$ cat src/rtl/mtb_pkg.sv
package mtb_pkg;
    localparam int NUM_CH   = 8;
    localparam int RATE_N   = 4;
    localparam int CTRL_MAX = 10;
    localparam int STAT_LSB = 4;
    localparam int ADDR_W   = 8;

    localparam int CB_ZERO     = 3;
    localparam int CB_PERIODIC = 6;
    localparam int CB_OWN      = 7;
    localparam int CB_FREEZE   = 8;
    localparam int CB_SNAP     = 9;

    localparam logic [2:0] RATE_32K = 3'd1;
    localparam logic [2:0] RATE_1K  = 3'd2;
    localparam logic [2:0] RATE_1HZ = 3'd3;
    localparam logic [2:0] RATE_1M  = 3'd4;

    typedef enum logic [0:0] {
        CH_ARMED = 1'b0,
        CH_SPENT = 1'b1
    } ch_state_e;

    function automatic int leader_of(int k);
        if (k < 4)      return 0;
        else if (k < 6) return 4;
        else            return 6;
    endfunction
endpackage

$ cat src/rtl/mtb_rate_mux.sv
module mtb_rate_mux
    import mtb_pkg::*;
#(
    parameter int N_RATES = RATE_N
) (
    input  logic [2:0]         code_i,
    input  logic [N_RATES-1:0] ticks_i,
    output logic               tick_o
);
    always_comb begin
        case (code_i)
            RATE_32K: tick_o = ticks_i[0];
            RATE_1K:  tick_o = ticks_i[1];
            RATE_1HZ: tick_o = ticks_i[2];
            RATE_1M:  tick_o = ticks_i[3];
            default:  tick_o = 1'b0;
        endcase
    end
endmodule

$ cat src/rtl/mtb_channel.sv
module mtb_channel
    import mtb_pkg::*;
#(
    parameter int CNT_W     = 32,
    parameter int CTRL_W    = 8,
    parameter bit IS_LEADER = 1'b0
) (
    input  logic                clk,
    input  logic                rst_n,
    input  logic                wr_match_i,
    input  logic                wr_cnt_i,
    input  logic                wr_ctrl_i,
    input  logic [CNT_W-1:0]    wdata_i,
    input  logic [RATE_N-1:0]   rate_tick_i,
    input  logic [CNT_W-1:0]    src_cnt_i,
    input  logic                src_adv_i,
    output logic [CNT_W-1:0]    cnt_o,
    output logic                adv_o,
    output logic [CTRL_MAX-1:0] ctrl_o,
    output logic [CNT_W-1:0]    match_o,
    output logic                evt_o
);
    localparam logic [CTRL_MAX-1:0] CTRL_MASK = CTRL_MAX'((1 << CTRL_W) - 1);
    localparam logic [CNT_W-1:0]    ONE       = CNT_W'(1);

    ch_state_e             state_q, state_nx;
    logic [CNT_W-1:0]      cnt_q, match_q;
    logic [CTRL_MAX-1:0]   ctrl_q;
    logic [2:0]            eff_code;
    logic                  sel_tick, runs, follow;
    logic [CNT_W-1:0]      cmp_cnt;
    logic                  cmp_adv, evt;

    assign runs     = IS_LEADER || ctrl_q[CB_OWN];
    assign follow   = !runs;
    assign eff_code = ctrl_q[CB_FREEZE] ? 3'd0 : ctrl_q[2:0];

    mtb_rate_mux #(.N_RATES(RATE_N)) u_rate (
        .code_i  (eff_code),
        .ticks_i (rate_tick_i),
        .tick_o  (sel_tick)
    );

    assign adv_o   = runs && sel_tick && !wr_cnt_i;
    assign cmp_cnt = follow ? src_cnt_i : cnt_q;
    assign cmp_adv = follow ? src_adv_i : adv_o;

    // outputs of the sequencer
    always_comb begin
        evt = 1'b0;
        unique case (state_q)
            CH_ARMED: evt = cmp_adv && !wr_match_i && ((cmp_cnt + ONE) == match_q);
            CH_SPENT: evt = 1'b0;
        endcase
    end

    always_comb begin
        state_nx = state_q;
        unique case (state_q)
            CH_ARMED: if (evt && !ctrl_q[CB_PERIODIC] && !wr_match_i && !wr_cnt_i)
                          state_nx = CH_SPENT;
            CH_SPENT: if (wr_match_i || wr_cnt_i)
                          state_nx = CH_ARMED;
        endcase
    end

    always_ff @(posedge clk) begin
        if (!rst_n) state_q <= CH_ARMED;
        else        state_q <= state_nx;
    end

    always_ff @(posedge clk) begin
        if (!rst_n) begin
            cnt_q   <= '0;
            match_q <= '0;
            ctrl_q  <= '0;
        end else begin
            if (wr_cnt_i)                     cnt_q <= wdata_i;
            else if (evt && ctrl_q[CB_ZERO])  cnt_q <= '0;
            else if (adv_o)                   cnt_q <= cnt_q + ONE;
            if (wr_match_i) match_q <= wdata_i;
            if (wr_ctrl_i)  ctrl_q  <= wdata_i[CTRL_MAX-1:0] & CTRL_MASK;
        end
    end

    assign cnt_o   = cnt_q;
    assign ctrl_o  = ctrl_q;
    assign match_o = match_q;
    assign evt_o   = evt;

    p_load_r3: assert property (@(posedge clk) disable iff (!rst_n)
        wr_cnt_i |=> cnt_o == $past(wdata_i));
    p_frozen_follower_r4: assert property (@(posedge clk) disable iff (!rst_n)
        (follow && !wr_cnt_i && !evt) |=> $stable(cnt_o));
    p_zero_on_match_r6: assert property (@(posedge clk) disable iff (!rst_n)
        (evt && ctrl_q[CB_ZERO] && !wr_cnt_i) |=> cnt_o == '0);
    p_spent_silent_r7: assert property (@(posedge clk) disable iff (!rst_n)
        (state_q == CH_SPENT) |-> !evt_o);
    p_narrow_ctrl_r8: assert property (@(posedge clk) disable iff (!rst_n)
        (ctrl_o & ~CTRL_MASK) == '0);
endmodule

$ cat src/rtl/mtb_irq_status.sv
module mtb_irq_status #(
    parameter int N = 8
) (
    input  logic         clk,
    input  logic         rst_n,
    input  logic [N-1:0] evt_i,
    input  logic         wr_ien_i,
    input  logic         wr_stat_i,
    input  logic [N-1:0] wbits_i,
    output logic [N-1:0] ien_o,
    output logic [N-1:0] stat_o,
    output logic         irq_o
);
    logic [N-1:0] ien_q, stat_q, clr, set;

    assign clr = wr_stat_i ? wbits_i : '0;
    assign set = evt_i & ien_q;

    always_ff @(posedge clk) begin
        if (!rst_n) begin
            ien_q  <= '0;
            stat_q <= '0;
            irq_o  <= 1'b0;
        end else begin
            if (wr_ien_i) ien_q <= wbits_i;
            stat_q <= (stat_q & ~clr) | set;
            irq_o  <= |stat_q;
        end
    end

    assign ien_o  = ien_q;
    assign stat_o = stat_q;

    p_enabled_set_r5: assert property (@(posedge clk) disable iff (!rst_n)
        (set != '0) |=> ((stat_q & $past(set)) == $past(set)));
    p_masked_r5: assert property (@(posedge clk) disable iff (!rst_n)
        (!wr_ien_i && (stat_q == '0) && ((evt_i & ien_q) == '0)) |=> stat_q == '0);
    p_w1c_r10: assert property (@(posedge clk) disable iff (!rst_n)
        (wr_stat_i && (set == '0)) |=> ((stat_q & $past(wbits_i)) == '0));
    p_irq_follow_r11: assert property (@(posedge clk) disable iff (!rst_n)
        (stat_q != '0) |=> irq_o);
endmodule

$ cat src/rtl/mtb_match_bank.sv
module mtb_match_bank
    import mtb_pkg::*;
#(
    parameter int CNT_W = 32
) (
    input  logic              clk,
    input  logic              rst_n,
    input  logic              wr_en_i,
    input  logic              rd_en_i,
    input  logic [ADDR_W-1:0] addr_i,
    input  logic [CNT_W-1:0]  wdata_i,
    input  logic [RATE_N-1:0] rate_tick_i,
    output logic [CNT_W-1:0]  rdata_o,
    output logic              irq_o
);
    localparam int IDX_W = $clog2(NUM_CH);
    localparam logic [2:0] PG_CNT   = 3'b010;
    localparam logic [2:0] PG_MATCH = 3'b100;
    localparam logic [2:0] PG_CTRL  = 3'b110;
    localparam logic [ADDR_W-1:0] A_STAT = 8'h14;
    localparam logic [ADDR_W-1:0] A_IEN  = 8'h1C;
    localparam logic [ADDR_W-1:0] A_SNAP = 8'h20;

    logic [CNT_W-1:0]    cnt_w   [NUM_CH];
    logic [CNT_W-1:0]    match_w [NUM_CH];
    logic [CTRL_MAX-1:0] ctrl_w  [NUM_CH];
    logic [NUM_CH-1:0]   adv_w, evt_w;
    logic [NUM_CH-1:0]   ien_w, stat_w;

    logic              aligned, is_cnt, is_match, is_ctrl;
    logic [IDX_W-1:0]  idx;
    logic [CNT_W-1:0]  rd_nx, rdata_q, snap_q;
    logic              snap_hit;

    assign aligned  = (addr_i[1:0] == 2'b00);
    assign idx      = addr_i[2 +: IDX_W];
    assign is_cnt   = aligned && (addr_i[7:5] == PG_CNT);
    assign is_match = aligned && (addr_i[7:5] == PG_MATCH);
    assign is_ctrl  = aligned && (addr_i[7:5] == PG_CTRL);

    for (genvar k = 0; k < NUM_CH; k++) begin : g_ch
        localparam int LEAD = leader_of(k);
        mtb_channel #(
            .CNT_W     (CNT_W),
            .CTRL_W    ((k < 4) ? 8 : 10),
            .IS_LEADER (LEAD == k)
        ) u_ch (
            .clk         (clk),
            .rst_n       (rst_n),
            .wr_match_i  (wr_en_i && is_match && (idx == IDX_W'(k))),
            .wr_cnt_i    (wr_en_i && is_cnt   && (idx == IDX_W'(k))),
            .wr_ctrl_i   (wr_en_i && is_ctrl  && (idx == IDX_W'(k))),
            .wdata_i     (wdata_i),
            .rate_tick_i (rate_tick_i),
            .src_cnt_i   (cnt_w[LEAD]),
            .src_adv_i   (adv_w[LEAD]),
            .cnt_o       (cnt_w[k]),
            .adv_o       (adv_w[k]),
            .ctrl_o      (ctrl_w[k]),
            .match_o     (match_w[k]),
            .evt_o       (evt_w[k])
        );
    end

    mtb_irq_status #(.N(NUM_CH)) u_stat (
        .clk       (clk),
        .rst_n     (rst_n),
        .evt_i     (evt_w),
        .wr_ien_i  (wr_en_i && (addr_i == A_IEN)),
        .wr_stat_i (wr_en_i && (addr_i == A_STAT)),
        .wbits_i   (wdata_i[STAT_LSB +: NUM_CH]),
        .ien_o     (ien_w),
        .stat_o    (stat_w),
        .irq_o     (irq_o)
    );

    // counter reads on the upper odd channels may capture the partner below
    assign snap_hit = rd_en_i && is_cnt && idx[0] && (idx >= IDX_W'(5))
                      && ctrl_w[idx][CB_SNAP];

    always_comb begin
        rd_nx = '0;
        if (is_cnt)                rd_nx = cnt_w[idx];
        else if (is_match)         rd_nx = match_w[idx];
        else if (is_ctrl)          rd_nx = CNT_W'(ctrl_w[idx]);
        else if (addr_i == A_STAT) rd_nx = CNT_W'(stat_w) << STAT_LSB;
        else if (addr_i == A_IEN)  rd_nx = CNT_W'(ien_w) << STAT_LSB;
        else if (addr_i == A_SNAP) rd_nx = snap_q;
    end

    always_ff @(posedge clk) begin
        if (!rst_n) begin
            rdata_q <= '0;
            snap_q  <= '0;
        end else begin
            if (rd_en_i)  rdata_q <= rd_nx;
            if (snap_hit) snap_q  <= cnt_w[idx - IDX_W'(1)];
        end
    end

    assign rdata_o = rdata_q;

    p_snap_capture_r9: assert property (@(posedge clk) disable iff (!rst_n)
        (rd_en_i && (addr_i == 8'h54) && ctrl_w[5][CB_SNAP]) |=> snap_q == $past(cnt_w[4]));
    p_snap_hold_r9: assert property (@(posedge clk) disable iff (!rst_n)
        !(rd_en_i && is_cnt) |=> $stable(snap_q));
    p_unmapped_zero_r12: assert property (@(posedge clk) disable iff (!rst_n)
        (rd_en_i && (addr_i == 8'h04)) |=> rdata_o == '0);
endmodule

$ cat config.mk
export PLATFORM = sky130hd
export DESIGN_NAME = mtb_match_bank
export DESIGN_NICKNAME = d
export VERILOG_FILES = /design/src/rtl/mtb_pkg.sv /design/src/rtl/mtb_rate_mux.sv /design/src/rtl/mtb_channel.sv /design/src/rtl/mtb_irq_status.sv /design/src/rtl/mtb_match_bank.sv
export SDC_FILE = /design/constraint.sdc
export NUM_CORES = 2
export LEC_CHECK = 0
export BUFFER_PORTS_ARGS = -buffer_cell sky130_fd_sc_hd__buf_2
export CORE_MARGIN = 2
export CORE_UTILIZATION = 30
export DETAILED_ROUTE_END_ITERATION = 10
export GPL_ROUTABILITY_DRIVEN = 1
export GPL_TIMING_DRIVEN = 0
export SLEW_MARGIN = 20
export SYNTH_ARGS = -nofsm -noshare
export SYNTH_HDL_FRONTEND = slang
export SYNTH_HIERARCHICAL = 1
export SYNTH_SLANG_ARGS = --single-unit
$ cat constraint.sdc
create_clock -name clk -period 10.5 [get_ports clk]
set_clock_uncertainty 0.2 [all_clocks]
set_input_delay 1.05 -clock clk [delete_from_list [all_inputs] [get_ports clk]]
set_output_delay 1.05 -clock clk [all_outputs]
set_load 0.03 [all_outputs]
# Word level (Yosys, flattened, before mapping)
# Index checks and enable logic that the tools add are counted.
# W data, S select, Z words.
[op_classes]
n_div = 0
n_shift = 0
n_reduce_logical = 140
bitwise_logic = 14
multipliers = 0
n_mux = 97
n_lt_le_gt_ge = 3
n_addsub = 14
n_eq_ne = 53
[ops]
columns = ["operator", "count"]
rows = [
  ["$mux W32", 41],
  ["$add A32 B1 Y32 const B", 13],
  ["$bmux W32 S3", 3],
  ["$eq A32 B32 Y1", 8],
  ["$logic_and A1 B1 Y1", 97],
  ["$eq A3 B2 Y1 const B", 19],
  ["$eq A3 B3 Y1 const B", 14],
  ["$pmux W1 S2", 16],
  ["$pmux W1 S4", 8],
  ["$bmux W10 S3", 1],
  ["$eq A3 B1 Y1 const B", 9],
  ["$logic_not A1 Y1", 24],
  ["$reduce_bool A3 Y1", 8],
  ["$mux W1", 21],
  ["$mux W10", 2],
  ["$and A8 B8 Y8", 2],
  ["$eq A8 B5 Y1 const B", 2],
  ["$mux W3", 4],
  ["$eq A8 B6 Y1 const B", 1],
  ["$ge A4 B4 Y1 const B", 2],
  ["$logic_or A1 B1 Y1", 8],
  ["$mux W8", 1],
  ["$not A1 Y1", 8],
  ["$not A3 Y4", 2],
  ["7 further kinds", 7],
]
[word_totals]
ff_bits = 673
input_bits = 48
ram_bits = 0
n_memories = 0
out_inout_bits = 33
latchBits = 0
mem_bits_ro = 0

# Depth between registers and ports, before layout
[logic_depth]
word_depth = 15
ltp_mapped = 22
ltp_nobuf = 15

# By module
# The synthesis kept the hierarchy.
[by_module_without_submodules]
columns = ["module", "seq_area_each_um2", "cells_each", "area_each_um2", "n_inst"]
rows = [
  ["mtb_channel (g_ch[1].u_ch ...)", 1461.4, 687, 5609.1, 3],
  ["mtb_channel (g_ch[5].u_ch ...)", 1501.4, 695, 5778.0, 2],
  ["mtb_match_bank", 1281.2, 841, 9775.6, 1],
  ["mtb_channel (g_ch[4].u_ch ...)", 1501.4, 531, 4568.1, 2],
  ["mtb_channel (g_ch[0].u_ch)", 1461.4, 634, 5033.6, 1],
  ["mtb_irq_status", 340.3, 63, 709.4, 1],
  ["mtb_rate_mux", 0.0, 7, 41.3, 8],
]

# Worst setup path before layout
# OpenSTA, ideal clock, no wires.
[synth_path]
path_kind = "input -> register"
from = "in addr_i[2]"
to = "reg g_ch[1].u_ch.cnt_q[16]"
setup_time_ns = 0.128
arrival_ns = 4.352
t_required_ns = 10.172
slack_ns = 5.820
stages = 21
path_cell_list = "buf_6 -> buf_8 -> buf_12 -> buf_4 -> inv_1 -> ha_1 -> nand2_1 -> nor2_1 -> clkbuf_1 -> clkbuf_1 -> nor2_1 -> nand2b_1 -> a211oi_1 -> and4b_1 -> nand4b_1 -> nor4_1 -> nand4_1 -> nor4_4 -> buf_2 -> a2bb2oi_1 -> nor3_2"
[synth_via]
elab_chain_cells = 11
word_cells_on_any_way = 18
[synth_rtl]
columns = ["item", "line", "text"]
rows = [
  ["from (decl)", "mtb_match_bank.sv:10", "input logic [ADDR_W-1:0] addr_i,"],
  ["$logic_not A3 Y1 *", "mtb_match_bank.sv:51", ".wr_cnt_i (wr_en_i && is_cnt && (idx == IDX_W'(k))),"],
  ["$logic_and A1 B1 Y1 *", "mtb_match_bank.sv:51", ""],
  ["$logic_not A1 Y1 *", "mtb_channel.sv:44", "assign adv_o = runs && sel_tick && !wr_cnt_i;"],
  ["$logic_and A1 B1 Y1 *", "mtb_channel.sv:44", ""],
  ["net adv_w[0]", "mtb_match_bank.sv:27", "logic [NUM_CH-1:0] adv_w, evt_w;"],
  ["$mux W1 *", "mtb_channel.sv:46", "assign cmp_adv = follow ? src_adv_i : adv_o;"],
  ["$logic_and A1 B1 Y1 * (2 in series)", "mtb_channel.sv:52", "CH_ARMED: evt = cmp_adv && !wr_match_i && ((cmp_cnt + ONE) == match_q);"],
  ["$pmux W1 S2 *", "mtb_channel.sv:51", "unique case (state_q)"],
  ["$logic_and A1 B1 Y1 *", "mtb_channel.sv:79", "else if (evt && ctrl_q[CB_ZERO]) cnt_q <= '0;"],
  ["$mux W32", "mtb_channel.sv:79", ""],
  ["$mux W32", "mtb_channel.sv:78", "if (wr_cnt_i) cnt_q <= wdata_i;"],
  ["to (signal assigned)", "mtb_channel.sv:78", ""],
  ["to (signal assigned)", "mtb_channel.sv:80", "else if (adv_o) cnt_q <= cnt_q + ONE;"],
  ["to (decl)", "mtb_channel.sv:27", "logic [CNT_W-1:0] cnt_q, match_q;"],
]
# The timed path passes the listed nets; every way through them passes the cells marked *.
# A chain may end at the register's enable or synchronous reset.

# Final worst setup path
[layout_path]
from = "in addr_i[3]"
to = "reg g_ch[3].u_ch.cnt_q[5]"
[layout_via]
elab_chain_cells = 11
word_cells_on_any_way = 18
[layout_rtl]
columns = ["item", "line"]
rows = [
  ["$logic_not A3 Y1 *", "mtb_match_bank.sv:51"],
  ["$logic_and A1 B1 Y1 *", "mtb_match_bank.sv:51"],
  ["$logic_not A1 Y1 *", "mtb_channel.sv:44"],
  ["$logic_and A1 B1 Y1 *", "mtb_channel.sv:44"],
  ["net adv_w[0]", "mtb_match_bank.sv:27"],
  ["$mux W1 *", "mtb_channel.sv:46"],
  ["$logic_and A1 B1 Y1 * (2 in series)", "mtb_channel.sv:52"],
  ["$pmux W1 S2 *", "mtb_channel.sv:51"],
  ["$logic_and A1 B1 Y1 *", "mtb_channel.sv:79"],
  ["$mux W32", "mtb_channel.sv:79"],
  ["$mux W32", "mtb_channel.sv:78"],
  ["to (signal assigned)", "mtb_channel.sv:78"],
  ["to (signal assigned)", "mtb_channel.sv:80"],
  ["to (decl)", "mtb_channel.sv:27"],
]
# Marked as above.

==> out/results.tsv <==
metric	value	unit
postRouteAntennaNets	0	
crit_start	addr_i[3]	
syn2layout_area_growth	11.81	%
post_synth.cell_area_avg	8.741	sq um
worst_pin_slew	1269	ps
end_kind	flip-flop	
slew_headroom	0.1539	
fin_area	0.05966	sq mm
dpl_cell_area	0.05679	sq mm
yosys_warnings	6	
grt_max_degree	42	
post-dp-hpwl	223000	um
totalPowerFinal	6.161	mW
synthesis.area	0.05336	sq mm
synthCells	6104	
fin_setup_tns	0	ps
cts_setup_buffers	0	
cts_buffers	80	
swShare	0.2753	
setup_viol	0	
io_pins	81	
cts.repair.resized	0	
grt_pass1_wl	405200	um
cts_tree	built	
crit-reg2reg-launch	g_ch[3].u_ch/ctrl_o[7]$_SDFFE_PN0P_	
drcViolationCount	0	
hold_class	reg -> reg	
drt_iter0_drc	8561	
num_vias	56019	
gp_congestion	1.079	
grt_overflow_total	0	
period_share	0.6774	
arrival	7500	ps
whs	285.5	ps
p_per_area	103.3	mW/mm^2
cp.required	10890	ps
crit_fanout	10	
h-tree-depth	3	
fmax	140.6	MHz
p_clk_frac	0.501	
hold_violations	0	
nets	6337	
crit_type	in -> reg	
first_pass_iters	8	
p_sw	1.696	mW
endpoint	g_ch[3].u_ch/cnt_o[5]$_SDFFE_PN0P_	
layout_min_cycle_time	7112	ps
pwr-share-comb	0.082	
cts_buffer_depth	3	
drt_wl_total	298000	um
critPathLaunchType	primary input	
placementRows	154	
p_int	4.465	mW
io_buffer_count	78	
reg2reg_depth	16	
antenna_found_initial	24	
clk_pin_slew	70	ps
die_w	425.7	um
grt_setup_unrepaired	no	
ir_worst_vdd	0.0001175	V
dieArea	0.1812	sq mm
ctsRootBufferMaster	clkbuf_16	
dieHeight	425.7	um
postCtsHoldBufs	0	
status	finished, final reports clean	
initial_utilization	0.3023	
seqPwrFrac	0.417	
vias_per_cell	6.457	
grt_use_total	0.3147	
drv_slew	0	
drv_cap	0	
drive_gt1_frac	0.1308	
wl_per_cell	34.35	um
grt_pass1_vias	51571	
timing.rr.end	g_ch[3].u_ch/cnt_o[5]$_SDFFE_PN0P_	
core	0.1765	sq mm
timing.reg2reg.setup_slack	4900	ps
clk-insertion-delay-late	740	ps
clock_sinks	673	
power_leakage	19.00	nW
[per-layer routing]
| layer | wire [um] | vias up | share of wire | GRT usage |
|---|---|---|---|---|
| met3 | 38190 | 1073 | 0.13 | 0.1018 |
| met2 | 123700 | 4275 | 0.42 | 0.4620 |
| met1 | 110600 | 27387 | 0.37 | 0.3869 |
| li1 | - | 23260 | - | - |
| met5 | 171 | - | 0.00057 | 0 |
| met4 | 25350 | 24 | 0.085 | 0.2233 |
[area by class of cell]
cell class / count / area, sq um
Antenna cell: 6 / 15.01
Inverter: 63 / 236.5
Buffer: 526 / 2776
Multi-Input combinational cell: 4846 / 36900
Tap cell: 2340 / 2928
Sequential cell: 673 / 13480
Clock buffer: 105 / 2307
Fill cell: 18428 / 116800
Timing Repair Buffer: 81 / 503.0
Clock inverter: 36 / 514.2
[sequential cells by signal (all words and copies together), names as in the netlist]
name / flops
rdata_o: 32
g_ch.u_ch/ctrl_o: 72
g_ch.u_ch/state_q: 8
g_ch.u_ch/match_o: 256
u_stat/ien_o: 8
u_stat/stat_o: 8
u_stat/irq_o: 1
g_ch.u_ch/cnt_o: 256
snap_q: 32
[through the flow]
step           utilization  setup slack (ps)  std cells
2_1_floorplan            -              5820       6108
3_3_place_gp        0.3212              3138       8526
3_5_place_dp        0.3218              3158       8528
4_1_cts             0.3378              3912       8669
5_1_grt             0.3379              3465       8671
6_report            0.3380              3388       8676
[worst max-delay path: stages]
cell and delay, ps:
buf_2 240, buf_6 290, buf_6 310, buf_2 500, inv_1 220, ha_1 340
nand2_1 150, nor2_1 110, clkbuf_1 300, clkbuf_1 360, nor2_1 690, nand2b_1 150
a211oi_1 270, and4b_1 240, nand4b_1 160, nor4_1 220, nand4_1 220, nor4_4 810
buf_4 360, nor3_1 60, a221oi_1 420
[power groups by stage]
stage	sequential (mW)	clock, mW	combinational [mW]
2_1_floorplan	2.62	0	0.240
5_1_grt	2.57	3.19	0.509
3_3_place_gp	2.63	0	0.478
6_report	2.57	3.08	0.507
3_5_place_dp	2.63	0	0.483
4_1_cts	2.57	3.09	0.483
[cells in the final DEF, fill, tap and decap left out, drive strengths merged, types with 147 or more instances in the layout]
master	n
clkbuf	387
o21ai	208
nor3	205
nand4	162
xor2	147
xnor2	283
nand3	270
buf	322
nor2	306
nand2	495
dfxtp	673
mux2i	636
mux4	181
nor2b	401
a21oi	171
[worst min-delay path by stage]
stage,from,end,slack [ps],cells after the start
after floorplan,u_stat/ien_o[5]$_SDFFE_PN0P_,u_stat/stat_o[5]$_SDFF_PN0_,240,2
after global placement,u_stat/ien_o[5]$_SDFFE_PN0P_,u_stat/stat_o[5]$_SDFF_PN0_,260,2
after detailed placement,u_stat/ien_o[5]$_SDFFE_PN0P_,u_stat/stat_o[5]$_SDFF_PN0_,270,2
after CTS,u_stat/ien_o[5]$_SDFFE_PN0P_,u_stat/stat_o[5]$_SDFF_PN0_,280,2
after global routing,u_stat/ien_o[1]$_SDFFE_PN0P_,u_stat/stat_o[1]$_SDFF_PN0_,300,2
final,u_stat/ien_o[3]$_SDFFE_PN0P_,u_stat/stat_o[3]$_SDFF_PN0_,290,2
(Power assumes the default switching activity.)
